==> src/rtl/ind_bridge_pkg.sv <==
package ind_bridge_pkg;
  localparam int SEL_W = 3;
  localparam logic [SEL_W-1:0] SEL_ADDR  = 3'd0;
  localparam logic [SEL_W-1:0] SEL_WDATA = 3'd1;
  localparam logic [SEL_W-1:0] SEL_CTRL  = 3'd2;
  localparam logic [SEL_W-1:0] SEL_RDATA = 3'd3;
  localparam logic [SEL_W-1:0] SEL_PAR   = 3'd4;
  localparam int CTRL_DIR_BIT = 0;
  localparam int CTRL_RDY_BIT = 1;
endpackage

==> src/rtl/ibr_host_regs.sv <==
module ibr_host_regs
  import ind_bridge_pkg::*;
#(
  parameter int ADDR_W = 16,
  parameter int DATA_W = 32,
  parameter int PAR_W  = 4
) (
  input  logic              clk_i,
  input  logic              rst_ni,
  input  logic              wr_i,
  input  logic [SEL_W-1:0]  sel_i,
  input  logic [DATA_W-1:0] wdata_i,
  output logic [ADDR_W-1:0] addr_o,
  output logic [DATA_W-1:0] wdat_o,
  output logic [PAR_W-1:0]  par_o,
  output logic              ctrl_wr_o,
  output logic              ctrl_dir_o
);
  always_ff @(posedge clk_i or negedge rst_ni) begin
    if (!rst_ni) begin
      addr_o <= '0;
      wdat_o <= '0;
      par_o  <= '0;
    end else if (wr_i) begin
      if (sel_i == SEL_ADDR)  addr_o <= wdata_i[ADDR_W-1:0];
      if (sel_i == SEL_WDATA) wdat_o <= wdata_i;
      if (sel_i == SEL_PAR)   par_o  <= wdata_i[PAR_W-1:0];
    end
  end

  assign ctrl_wr_o  = wr_i && (sel_i == SEL_CTRL);
  assign ctrl_dir_o = wdata_i[CTRL_DIR_BIT];
endmodule

==> src/rtl/ibr_txn_ctrl.sv <==
module ibr_txn_ctrl #(
  parameter int ADDR_W = 16,
  parameter int DATA_W = 32
) (
  input  logic              clk_i,
  input  logic              rst_ni,
  input  logic              launch_i,
  input  logic              dir_i,
  input  logic [ADDR_W-1:0] addr_i,
  input  logic [DATA_W-1:0] wdata_i,
  input  logic              ack_i,
  output logic              req_o,
  output logic              req_we_o,
  output logic [ADDR_W-1:0] req_addr_o,
  output logic [DATA_W-1:0] req_wdata_o,
  output logic              ready_o,
  output logic              rd_done_o
);
  logic busy_q;

  always_ff @(posedge clk_i or negedge rst_ni) begin
    if (!rst_ni) begin
      busy_q      <= 1'b0;
      req_we_o    <= 1'b0;
      req_addr_o  <= '0;
      req_wdata_o <= '0;
    end else if (!busy_q) begin
      if (launch_i) begin
        busy_q      <= 1'b1;
        req_we_o    <= dir_i;
        req_addr_o  <= addr_i;
        req_wdata_o <= wdata_i;
      end
    end else if (ack_i) begin
      busy_q <= 1'b0;
    end
  end

  assign req_o     = busy_q;
  assign ready_o   = !busy_q;
  assign rd_done_o = busy_q && ack_i && !req_we_o;
endmodule

==> src/rtl/ibr_rdata_latch.sv <==
module ibr_rdata_latch #(
  parameter int DATA_W = 32
) (
  input  logic              clk_i,
  input  logic              rst_ni,
  input  logic              load_i,
  input  logic [DATA_W-1:0] d_i,
  output logic [DATA_W-1:0] q_o
);
  always_ff @(posedge clk_i or negedge rst_ni) begin
    if (!rst_ni)     q_o <= '0;
    else if (load_i) q_o <= d_i;
  end
endmodule

==> src/rtl/ind_reg_bridge.sv <==
module ind_reg_bridge
  import ind_bridge_pkg::*;
#(
  parameter int ADDR_W = 16,
  parameter int DATA_W = 32,
  parameter int PAR_W  = 4
) (
  input  logic              clk_i,
  input  logic              rst_ni,
  input  logic              host_wr_i,
  input  logic [2:0]        host_sel_i,
  input  logic [DATA_W-1:0] host_wdata_i,
  output logic [DATA_W-1:0] host_rdata_o,
  output logic              req_o,
  output logic              req_we_o,
  output logic [ADDR_W-1:0] req_addr_o,
  output logic [DATA_W-1:0] req_wdata_o,
  output logic [PAR_W-1:0]  req_par_o,
  input  logic              ack_i,
  input  logic [DATA_W-1:0] ack_rdata_i
);
  logic [ADDR_W-1:0] stg_addr;
  logic [DATA_W-1:0] stg_wdata;
  logic [PAR_W-1:0]  par_q;
  logic              ctrl_wr, ctrl_dir;
  logic              ready, rd_done;
  logic [DATA_W-1:0] rdata_q;
  logic [1:0]        ctrl_word;

  ibr_host_regs #(.ADDR_W(ADDR_W), .DATA_W(DATA_W), .PAR_W(PAR_W)) u_regs (
    .clk_i, .rst_ni,
    .wr_i(host_wr_i), .sel_i(host_sel_i), .wdata_i(host_wdata_i),
    .addr_o(stg_addr), .wdat_o(stg_wdata), .par_o(par_q),
    .ctrl_wr_o(ctrl_wr), .ctrl_dir_o(ctrl_dir)
  );

  ibr_txn_ctrl #(.ADDR_W(ADDR_W), .DATA_W(DATA_W)) u_txn (
    .clk_i, .rst_ni,
    .launch_i(ctrl_wr), .dir_i(ctrl_dir),
    .addr_i(stg_addr), .wdata_i(stg_wdata), .ack_i,
    .req_o, .req_we_o, .req_addr_o, .req_wdata_o,
    .ready_o(ready), .rd_done_o(rd_done)
  );

  ibr_rdata_latch #(.DATA_W(DATA_W)) u_rdl (
    .clk_i, .rst_ni, .load_i(rd_done), .d_i(ack_rdata_i), .q_o(rdata_q)
  );

  assign req_par_o = par_q;

  always_comb begin
    ctrl_word = '0;
    ctrl_word[CTRL_RDY_BIT] = ready;
    ctrl_word[CTRL_DIR_BIT] = req_we_o;
  end

  always_comb begin
    case (host_sel_i)
      SEL_ADDR:  host_rdata_o = DATA_W'(stg_addr);
      SEL_WDATA: host_rdata_o = stg_wdata;
      SEL_CTRL:  host_rdata_o = DATA_W'(ctrl_word);
      SEL_RDATA: host_rdata_o = rdata_q;
      SEL_PAR:   host_rdata_o = DATA_W'(par_q);
      default:   host_rdata_o = '0;
    endcase
  end
endmodule

==> config.mk <==
export PLATFORM = sky130hd
export DESIGN_NAME = ind_reg_bridge
export DESIGN_NICKNAME = d
export VERILOG_FILES = /design/src/rtl/ind_bridge_pkg.sv /design/src/rtl/ibr_host_regs.sv /design/src/rtl/ibr_txn_ctrl.sv /design/src/rtl/ibr_rdata_latch.sv /design/src/rtl/ind_reg_bridge.sv
export SDC_FILE = /design/constraint.sdc
export NUM_CORES = 1
export LEC_CHECK = 0
export ABC_AREA = 1
export BUFFER_PORTS_ARGS = -buffer_cell sky130_fd_sc_hd__buf_2
export CORE_ASPECT_RATIO = 1.1
export CORE_MARGIN = 10
export CORE_UTILIZATION = 47
export CTS_CLUSTER_SIZE = 14
export DETAILED_ROUTE_END_ITERATION = 8
export HOLD_SLACK_MARGIN = 0.02
export PLACE_DENSITY = 0.72
export SLEW_MARGIN = 25
export SYNTH_ARGS = -nofsm -noshare
export SYNTH_HDL_FRONTEND = slang
export SYNTH_SLANG_ARGS = --single-unit
==> constraint.sdc <==
create_clock -name clk_i -period 2.35 [get_ports clk_i]
set_clock_uncertainty 0.05 [all_clocks]
set_input_delay 0.235 -clock clk_i [delete_from_list [all_inputs] [get_ports clk_i]]
set_output_delay 0.235 -clock clk_i [all_outputs]
set_load 0.005 [all_outputs]
### After elaboration in Yosys (flattened, before gate mapping)

Cells that the tools add are included.

* equality and inequality tests: 4
* reduce and logical (&&, ||, !) cells: 10
* bitwise operators: 1
* muxes and demuxes: 4

Operators with widths (count)
* case mux 32 bit (5 select lines): 1
* AND reduction 2 bit: 4
* equality test 3 x 2 -> 1 bit, second input constant: 2
* equality test 3 x 1 -> 1 bit, second input constant: 1
* equality test 3 bit, second input constant: 1
* logical AND 1 bit: 3
* logical NOT 3 bit: 1
* two-way mux 1 bit: 3
* logical NOT 1 bit: 2
* inverter 1 bit: 1

* word-level logic and storage cells: 27
* input bits: 71
* output and inout bits: 86
* bits in registers: 134

### Depth between registers and ports, before layout

Gate-level depths: netlist of the first run.

* word-level depth: 4
* mapped depth: 7
* mapped depth without buffers: 5

### Cells and area by module

A second synthesis of the first run with hierarchy kept.

* cells, all modules: 739
* area, all modules: 6102.1 sq um

By module, submodules not included
* ibr_host_regs: instances 1, cells each 235, area each 2105.8 sq um, sequential area each 1301.2 sq um
* ibr_txn_ctrl: instances 1, cells each 218, area each 2055.7 sq um, sequential area each 1251.2 sq um
* ibr_rdata_latch: instances 1, cells each 136, area each 1292.5 sq um, sequential area each 800.8 sq um
* ind_reg_bridge: instances 1, cells each 150, area each 648.1 sq um, sequential area each 0.0 sq um

### Worst setup path after synthesis of the first run

No wires, ideal clock.

* path kind: input-to-output
* from: in host_sel_i[2]
* to: out host_rdata_o[11]
* setup slack: 942 ps
* data required time: 2065 ps
* stages on the path: 7
* path buffers: 2
* data arrival time: 1123 ps
* path through: buf_2 -> nor2_4 -> nand2_2 -> inv_1 -> buf_2 -> nand2_1 -> nand3_1

* word-level cells in the longest chain between the ends: 2
* elaborated cells on any way between the ends: 6
* classes of those cells: 4 x eq/ne; 1 x mux; 1 x reduce/logical

Ends and longest elaborated chain
* start: declaration: line ind_reg_bridge.sv:11 `input logic [2:0] host_sel_i,`
* equality test 3 bit (tied with other cells): line ind_reg_bridge.sv:58 `case (host_sel_i)`
* case mux 32 bit (5 select lines) (*): line ind_reg_bridge.sv:58
* end: declaration: line ind_reg_bridge.sv:13 `output logic [DATA_W-1:0] host_rdata_o,`

Every way passes the cells marked *; elsewhere a longest branch is shown, timed or not.

### Final worst setup path of the first run

* from: reg u_txn.busy_q, in the netlist u_txn.req_o
* to: out host_rdata_o[1]

* word-level cells in the longest chain between the ends: 2

Ends and longest elaborated chain
* start: declaration: line ibr_txn_ctrl.sv:19 `logic busy_q;`
* start signal: assignment: line ibr_txn_ctrl.sv:23 `busy_q <= 1'b0;`
* start signal: assignment: line ibr_txn_ctrl.sv:29 `busy_q <= 1'b1;`
* start signal: assignment: line ibr_txn_ctrl.sv:35 `busy_q <= 1'b0;`
* logical NOT 1 bit
* case mux 32 bit (5 select lines): line ind_reg_bridge.sv:58

No other way between the ends.

==> results_dict.tcl, run 1 <==
set metrics [dict create \
    status "finished clean" \
    fin_nets 974 \
    synth.net_count 789 \
    cts_hold_buf 44 \
    sw_frac_of_total 0.279 \
    diodes 0 \
    synth_top_area_frac 0.568 \
    seq_area_mm2 0.00335 \
    cts.sinks 134 \
    postRouteAntennaNets 0 \
    slew_headroom 0.528 \
    crit_fanout 52 \
    numCtsBuffers 17 \
    comb_power_share 0.173 \
    reg2reg_slack_ns 0.56 \
    grt_pass1_wl_mm 30.0 \
    cts-htree-levels 4 \
    antenna_found_initial 0 \
    required_ns 2.07 \
    maxCapViolCount 0 \
    core-area_mm2 0.0122 \
    slew_viol_final 0 \
    grt_pass1_vias 5922 \
    post-route-period-util 0.836 \
    cts-root-buf "clkbuf_16" \
    drt_iter0_markers 459 \
    power.share.clock 0.384 \
    row_count 42 \
    p_sw_mw 2.03 \
    setup_tns_ns 0 \
    hp-class "input pin to flip-flop" \
    vias 5714 \
    stdcell_count 1068 \
    dieArea_mm2 0.0175 \
    rr_startpoint "u_txn.req_o$_DFF_PN0_" \
    p_int_mw 5.22 \
    fin_hold_ws_ns 0.0182 \
    rsz0062_at_grt "false" \
    viasPerCell 5.35 \
    setup_viol 0 \
    crit_start "u_txn.req_o$_DFF_PN0_" \
    postCtsSetupRepairBufs 0 \
    dpl.hpwl_mm 12.5 \
    synth_area_leaders "dfrtp_1, nand2_1, o21ai_0" \
    yosysWarnings 0 \
    r2r_cells 6 \
    pin_count 157 \
    yosysUniqueCellTypes 16 \
    synth_cells 718 \
    drive_above_1_share 0.230 \
    insertion_delay_ns 0.41 \
    finish.utilization 0.645 \
    seqPwrFrac 0.443 \
    cts_tree "yes" \
    start_kind "flip-flop" \
    worst-setup-path-type "flip-flop to output pin" \
    synth_seq_area_share 0.568 \
    fillers 1059 \
    grt_usage 0.211 \
    tightest_slew_ns 0.706 \
    area_delta_synth_final_pct 33.1 \
    portBuffers 156 \
    wl_mm 18.3 \
    synth_area_per_cell_um2 8.23 \
    synth_seq_cells 134 \
    max_freq_ghz 0.509 \
    netlist_area_mm2 0.00591 \
    multiInputGateArea_mm2 0.00222 \
    cts.repair.resized 0 \
    end_kind "output pin" \
    place_inst 994 \
    ir_drop_mv 0.472 \
    grt_max_degree 68 \
    gp_congestion 0.871 \
    die_w_um 127 \
    pwr_density_cell_mw_per_mm2 922 \
    hold_violations 0 \
    power.leakage_nw 4.23 \
    grt-ovfl-total 0 \
    drt_pass1_iterations 7 \
    endpoint "host_rdata_o[1]" \
    cts_buffer_depth 2 \
    initial_core_util 0.485 \
    route.detailed.drc 0 \
    cts.reportedPaths.clkPinSlew_ns 0.06 \
    r2r_end "u_txn.req_addr_o[1]$_DFFE_PN0P_" \
    routedWlPerCell_um 17.1 \
    synth_top_area_cell "dfrtp_1" \
    min_period_ns 1.96 \
    die_h_um 138 \
    cp.arrival_ns 1.68 \
]
## per-stage QoR
stage / instance area, um2 / worst slack (ns) / power [mW]
finish: 7860 / 0.385 / 7.25
global route: 7860 / 0.257 / 7.63
CTS: 7860 / 0.387 / 7.28
detailed placement: 6810 / 0.462 / 4.44
global placement: 6800 / 0.335 / 4.37
floorplan: 5910 / 0.942 / 3.77
## cells by family (layout without fill, tap and decap cells)
group | Yosys count | count (layout) | synth area share
AOI/OAI and AO/OA | 75 | 75 | 0.0635
buffers and inverters | 82 | 278 | 0.0585
DFF | 134 | 134 | 0.568
and+or+nand+nor | 427 | 427 | 0.310
## registers in the layout (all words and copies together) (netlist names)
signal and count:
u_regs.par_o 4, u_txn.req_addr_o 16, u_regs.wdat_o 32, u_rdl.q_o 32
u_regs.addr_o 16, u_txn.req_o 1, u_txn.req_we_o 1, u_txn.req_wdata_o 32
## layout by cell type, fill, tap and decap left out
cell type and count:
a21oi_1 2, buf_12 1, buf_2 155, buf_4 15, buf_6 1, bufinv_16 4
clkbuf_1 2, clkbuf_16 17, clkbuf_8 2, clkinv_1 1, clkinv_2 3, clkinv_4 1
clkinvlp_4 1, dfrtp_1 134, dlygate4sd3_1 44, inv_1 28, inv_2 3, nand2_1 308
nand2_2 2, nand3_1 53, nand4_1 52, nor2_1 7, nor2_4 4, nor3_4 1
o21ai_0 73
## power groups by stage
stage                     combinational [mW]  sequential (mW)  clock (mW)
final                                   1.25             3.21        2.79
after global routing                    1.44             3.27        2.92
after CTS                               1.28             3.20        2.81
after detailed placement                1.21             3.23           0
after global placement                  1.16             3.21           0
after floorplan                        0.598             3.17           0
## synth_stat cells
cell type,number
nand3_1,53
inv_1,28
a21oi_1,2
o21ai_0,73
dfrtp_1,134
nand4_1,52
buf_4,4
nand2_2,2
nor2_1,8
nand2_1,308
clkinv_1,1
inv_2,3
clkbuf_1,28
buf_2,18
nor2_4,3
nor3_2,1
## routing by layer
| metal | track usage | vias to the layer above | part of all wire |
|---|---|---|---|
| met4 | 0.0728 | 0 | 0.015 |
| li1 | - | 2705 | - |
| met1 | 0.263 | 2705 | 0.41 |
| met3 | 0.0607 | 26 | 0.086 |
| met5 | 0 | - | 0 |
| met2 | 0.345 | 278 | 0.49 |
## critical path: stages, from the launching register on
cell     delay [ns]
dfrtp_1        0.39
inv_2          0.08
buf_4          0.49
nand2_1        0.10
nand2_1        0.10
buf_2          0.12
## worst min path at each step
stage / from / to / slack [ns] / cells past startpoint
floorplan: rst_ni / u_rdl.q_o[0]$_DFFE_PN0P_ / -0.11 / 0
global placement: rst_ni / u_txn.req_wdata_o[31]$_DFFE_PN0P_ / 0.22 / 1
detailed placement: rst_ni / u_txn.req_wdata_o[31]$_DFFE_PN0P_ / 0.22 / 1
CTS: ack_rdata_i[27] / u_rdl.q_o[27]$_DFFE_PN0P_ / 0.02 / 3
global route: ack_rdata_i[21] / u_rdl.q_o[21]$_DFFE_PN0P_ / 0.03 / 3
finish: ack_rdata_i[21] / u_rdl.q_o[21]$_DFFE_PN0P_ / 0.02 / 3
## cell type report
type	count	area share
tap	154	0.0245
multi-input combinational	502	0.283
clock buffer	21	0.0586
clock inverter	9	0.0193
sequential	134	0.427
inverter	32	0.0153
timing repair buffer	216	0.173
Power figures use the tool's default switching activity.
==> inputs of run 2 (changes only) <==
PLACE_DENSITY = 0.75   (was 0.72)
clock period = 1.8 ns   (was 2.35 ns; I/O delays follow)
==> run 2 against run 1 <==
  * Utilization grew 2.3 points
  * Die area is the same
  * Combinational power grew 36%
  * Count of clock-buffer cells in the layout grew 3
  * Flip-flop and latch count is the same
  * Final area grew 3.6%
==> results_dict.tcl, run 2 (synthesized netlist as in run 1, its figures left out) <==
set metrics [dict create \
    max_freq_ghz 0.586 \
    core-area_mm2 0.0122 \
    drive_above_1_share 0.230 \
    rr_startpoint "u_txn.req_o$_DFF_PN0_" \
    worst-setup-path-type "input pin to output pin" \
    gp_congestion 0.888 \
    slew_viol_final 0 \
    hp-class "input pin to flip-flop" \
    slew_headroom 0.688 \
    setup_viol 0 \
    start_kind "input pin" \
    grt-ovfl-total 0 \
    postRouteAntennaNets 0 \
    grt_usage 0.214 \
    maxCapViolCount 0 \
    fin_area_mm2 0.00814 \
    routedWlPerCell_um 16.9 \
    grt_pass1_vias 5832 \
    pin_count 157 \
    die_w_um 127 \
    required_ns 1.57 \
    hold_violations 0 \
    postCtsSetupRepairBufs 0 \
    row_count 42 \
    totalPowerFinal_mw 9.38 \
    viasPerCell 5.20 \
    layout_commonest_cell "nand2_1" \
    rsz0062_at_grt "false" \
    grt_pass1_wl_mm 30.1 \
    cp.arrival_ns 1.48 \
    drt_iter0_markers 585 \
    wl_mm 18.6 \
    cts-root-buf "clkbuf_16" \
    initial_core_util 0.485 \
    crit_fanout 12 \
    route.detailed.drc 0 \
    reg_top3 "u_rdl.q_o: 32 flops, u_regs.wdat_o: 32 flops, u_txn.req_wdata_o: 32 flops" \
    cts.repair.resized 0 \
    portBuffers 156 \
    hp-start "ack_i" \
    crit_start "host_sel_i[2]" \
    cts_tree "yes" \
    grt_max_degree 54 \
    end_kind "output pin" \
    tightest_slew_ns 0.468 \
    antenna_found_initial 0 \
    mostFrequentLayoutCells "nand2_1, buf_2, dfrtp_1, o21ai_0, dlygate4sd3_1" \
    min_period_ns 1.71 \
    pwr_density_cell_mw_per_mm2 1150 \
    vias 5725 \
    status "finished clean" \
    cts.reportedPaths.clkPinSlew_ns 0.06 \
    place_area_mm2 0.00690 \
    fin_hold_ws_ns 0.134 \
    die_h_um 138 \
    ir_drop_mv 0.789 \
    power.leakage_nw 4.35 \
    setup_tns_ns 0 \
    fin_nets 1004 \
    cts_hold_buf 65 \
    cts-htree-levels 4 \
    dieArea_mm2 0.0175 \
    drt_pass1_iterations 5 \
    cts.sinks 134 \
    insertion_delay_ns 0.42 \
    diodes 0 \
    dpl.hpwl_mm 12.5 \
    area_delta_synth_final_pct 37.8 \
    cts_buffer_depth 2 \
    post-route-period-util 0.948 \
    numCtsBuffers 17 \
]
[run 2: cell count changes in the layout (fill, tap and decap cells not counted), sizes merged]
cell	delta
dlygate4sd3	+21
clkbuf	+3
clkinv	-2
clkinvlp	+2
bufinv	-1
buf	+9
[run 2: layout make-up]
cell class / instances / area [um2]
fill: 988 / 4050
sequential: 134 / 3350
multi-input combinational: 502 / 2220
timing repair buffer: 246 / 1660
clock buffer: 24 / 472
tap: 154 / 193
clock inverter: 8 / 123
inverter: 32 / 120
[run 2: path summary, 6_finish.rpt]
kind	endpoint	slack, ns	cells after the start
max in group asynchronous	u_txn.req_wdata_o[14]$_DFFE_PN0P_	0.83	3
min reg2reg	u_txn.req_wdata_o[6]$_DFFE_PN0P_	0.42	2
min	u_rdl.q_o[15]$_DFFE_PN0P_	0.13	3
max	host_rdata_o[14]	0.09	7
max reg2reg	u_txn.req_addr_o[6]$_DFFE_PN0P_	0.54	4
min in group asynchronous	u_txn.req_wdata_o[7]$_DFFE_PN0P_	0.22	2
[run 2: layer usage]
metal / share of wire / global-route usage / wire length (um) / vias to the layer above
met3: 0.074 / 0.0650 / 1380 / 36
met4: 0.023 / 0.0905 / 423 / 0
li1: - / - / - / 2773
met2: 0.50 / 0.356 / 9220 / 219
met1: 0.41 / 0.251 / 7570 / 2697
met5: 0 / 0 / 0 / -
[run 2: through the flow]
step	std cells	util	setup slack (ns)
6_report	1100	0.668	0.0936
5_1_grt	1100	0.668	0.0346
4_1_cts	1100	0.668	0.139
3_5_place_dp	1003	0.566	0.169
3_3_place_gp	1003	0.566	0.231
2_1_floorplan	718	-	0.502
[run 2: power breakdown]
group	internal, mW	switching [mW]
registers	3.74	0.456
clock network	2.25	1.25
logic	0.758	0.937
[run 2: worst max-delay path: stages]
cell and delay, ns:
buf_2 0.17, nor2_4 0.21, nand2_2 0.15, inv_1 0.38
nand2_1 0.12, nand3_1 0.13, buf_2 0.14
==> inputs of run 3 (changes only) <==
CORE_UTILIZATION = 53   (was 47)
PLACE_DENSITY = 0.8   (was 0.75)
clock period = 1.75 ns   (was 1.8 ns; I/O delays follow)
==> run 3 against run 2 <==
  * Worst setup slack better by 0.024 ns
  * Wire length up 2.5%
  * Flip-flop and latch count did not move
  * Die area down 9.7%
  * Count of clock-buffer cells in the layout is 1 lower
  * Hold slack improved by 0.015 ns
  * Final area is 0.20% lower
  * Non-clock buffer count is 4 lower
  * Power grew 2.7%
  * Register-to-register slack lost 0.15 ns
==> results_dict.tcl, run 3 (synthesized netlist as in run 1, its figures left out) <==
set metrics [dict create \
    pin_count 157 \
    die_w_um 121 \
    worst-setup-path-type "input pin to output pin" \
    numCtsBuffers 17 \
    gp_congestion 0.914 \
    core-area_mm2 0.0109 \
    mostFrequentLayoutCells "nand2_1, buf_2, dfrtp_1, o21ai_0, dlygate4sd3_1" \
    drt_pass1_iterations 5 \
    required_ns 1.52 \
    antenna_found_initial 0 \
    power.leakage_nw 4.35 \
    drt_iter0_markers 539 \
    hold_violations 0 \
    fin_nets 1000 \
    postRouteAntennaNets 0 \
    dpl.hpwl_mm 12.3 \
    cts.reportedPaths.clkPinSlew_ns 0.05 \
    dieArea_mm2 0.0158 \
    maxCapViolCount 0 \
    tightest_slew_ns 0.523 \
    die_h_um 131 \
    cts-root-buf "clkbuf_16" \
    grt_pass1_wl_mm 30.8 \
    status "finished clean" \
    drive_above_1_share 0.232 \
    viasPerCell 5.47 \
    setup_tns_ns 0 \
    cts_buffer_depth 2 \
    routedWlPerCell_um 17.5 \
    rsz0062_at_grt "false" \
    post-route-period-util 0.933 \
    cts_tree "yes" \
    postCtsSetupRepairBufs 0 \
    start_kind "input pin" \
    wl_mm 19.0 \
    row_count 40 \
    end_kind "output pin" \
    crit_fanout 12 \
    grt-ovfl-total 0 \
    reg_top3 "u_rdl.q_o: 32 flops, u_regs.wdat_o: 32 flops, u_txn.req_wdata_o: 32 flops" \
    insertion_delay_ns 0.41 \
    slew_headroom 0.651 \
    layout_commonest_cell "nand2_1" \
    portBuffers 156 \
    cts-htree-levels 4 \
    grt_pass1_vias 6063 \
    stdcell_count 1090 \
    max_freq_ghz 0.613 \
    min_period_ns 1.63 \
    grt_max_degree 51 \
    cts.sinks 134 \
    pwr_density_cell_mw_per_mm2 1190 \
    setup_viol 0 \
    grt_usage 0.245 \
    ir_drop_mv 0.606 \
    slew_viol_final 0 \
    area_delta_synth_final_pct 37.5 \
    vias 5964 \
    place_inst 992 \
    cp.arrival_ns 1.41 \
    initial_core_util 0.541 \
    route.detailed.drc 0 \
    hp-class "input pin to flip-flop" \
]
run 3: cell types whose count changed in the layout (fill, tap and decap cells not counted), sizes merged:
cell | previous run | this run
buf | 181 | 177
bufinv | 3 | 2
clkbuf | 24 | 23
clkinv | 3 | 7
clkinvlp | 3 | 2
diode | 0 | 1
inv | 31 | 30
run 3: final timing paths:
kind                                       startpoint                               to  slack (ns)  depth (start not counted)
max                                     host_sel_i[2]                 host_rdata_o[13]        0.12                          7
min                                             ack_i        u_rdl.q_o[31]$_DFFE_PN0P_        0.15                          3
max reg2reg                u_txn.req_we_o$_DFFE_PN0P_        u_rdl.q_o[14]$_DFFE_PN0P_        0.39                          4
min reg2reg                 u_rdl.q_o[20]$_DFFE_PN0P_        u_rdl.q_o[20]$_DFFE_PN0P_        0.42                          2
max in group asynchronous                      rst_ni        u_rdl.q_o[13]$_DFFE_PN0P_        0.83                          3
min in group asynchronous                      rst_ni  u_txn.req_addr_o[3]$_DFFE_PN0P_        0.20                          2
run 3: through the flow:
stage | instance area [um2] | setup WS (ns) | utilization | power (mW) | hold slack, ns
after global routing | 8120 | 0.00152 | 0.744 | 10.1 | 0.162
final | 8120 | 0.118 | 0.745 | 9.64 | 0.148
after floorplan | 5910 | 0.462 | - | 5.07 | -0.171
after detailed placement | 6870 | 0.101 | 0.630 | 5.97 | 0.0555
after CTS | 8120 | 0.109 | 0.744 | 9.61 | 0.140
after global placement | 6870 | 0.103 | 0.630 | 5.88 | 0.0497
run 3: final cells by class:
| class | count | area [um2] |
|---|---|---|
| Fill cell | 798 | 2790 |
| Clock inverter | 9 | 97.6 |
| Sequential cell | 134 | 3350 |
| Tap cell | 147 | 184 |
| Multi-Input combinational cell | 502 | 2220 |
| Antenna cell | 1 | 2.50 |
| Clock buffer | 23 | 498 |
| Inverter | 32 | 126 |
| Timing Repair Buffer | 242 | 1650 |
run 3: worst max-delay path, stage by stage:
cell     delay [ns]
buf_2          0.17
nor2_4         0.22
nand2_2        0.13
inv_1          0.37
nand2_1        0.11
nand3_1        0.11
buf_2          0.11
run 3: report_power, final:
group | internal [mW] | total [mW] | switching [mW]
sequential | 3.85 | 4.34 | 0.492
clock | 2.27 | 3.55 | 1.28
combinational | 0.776 | 1.75 | 0.976
total | 6.89 | 9.64 | 2.74
run 3: timing repair:
action	4_1_cts	5_1_grt
hold buffers	65	0
endpoints found under the hold margin	197	0
setup endpoints to repair	0	8
resized for setup	0	4
run 3: routing by layer:
metal	track usage	up-vias	part of all wire
li1	-	2771	-
met1	0.284	2832	0.38
met2	0.419	328	0.50
met3	0.0807	33	0.10
met5	0	-	0
met4	0.0817	0	0.019
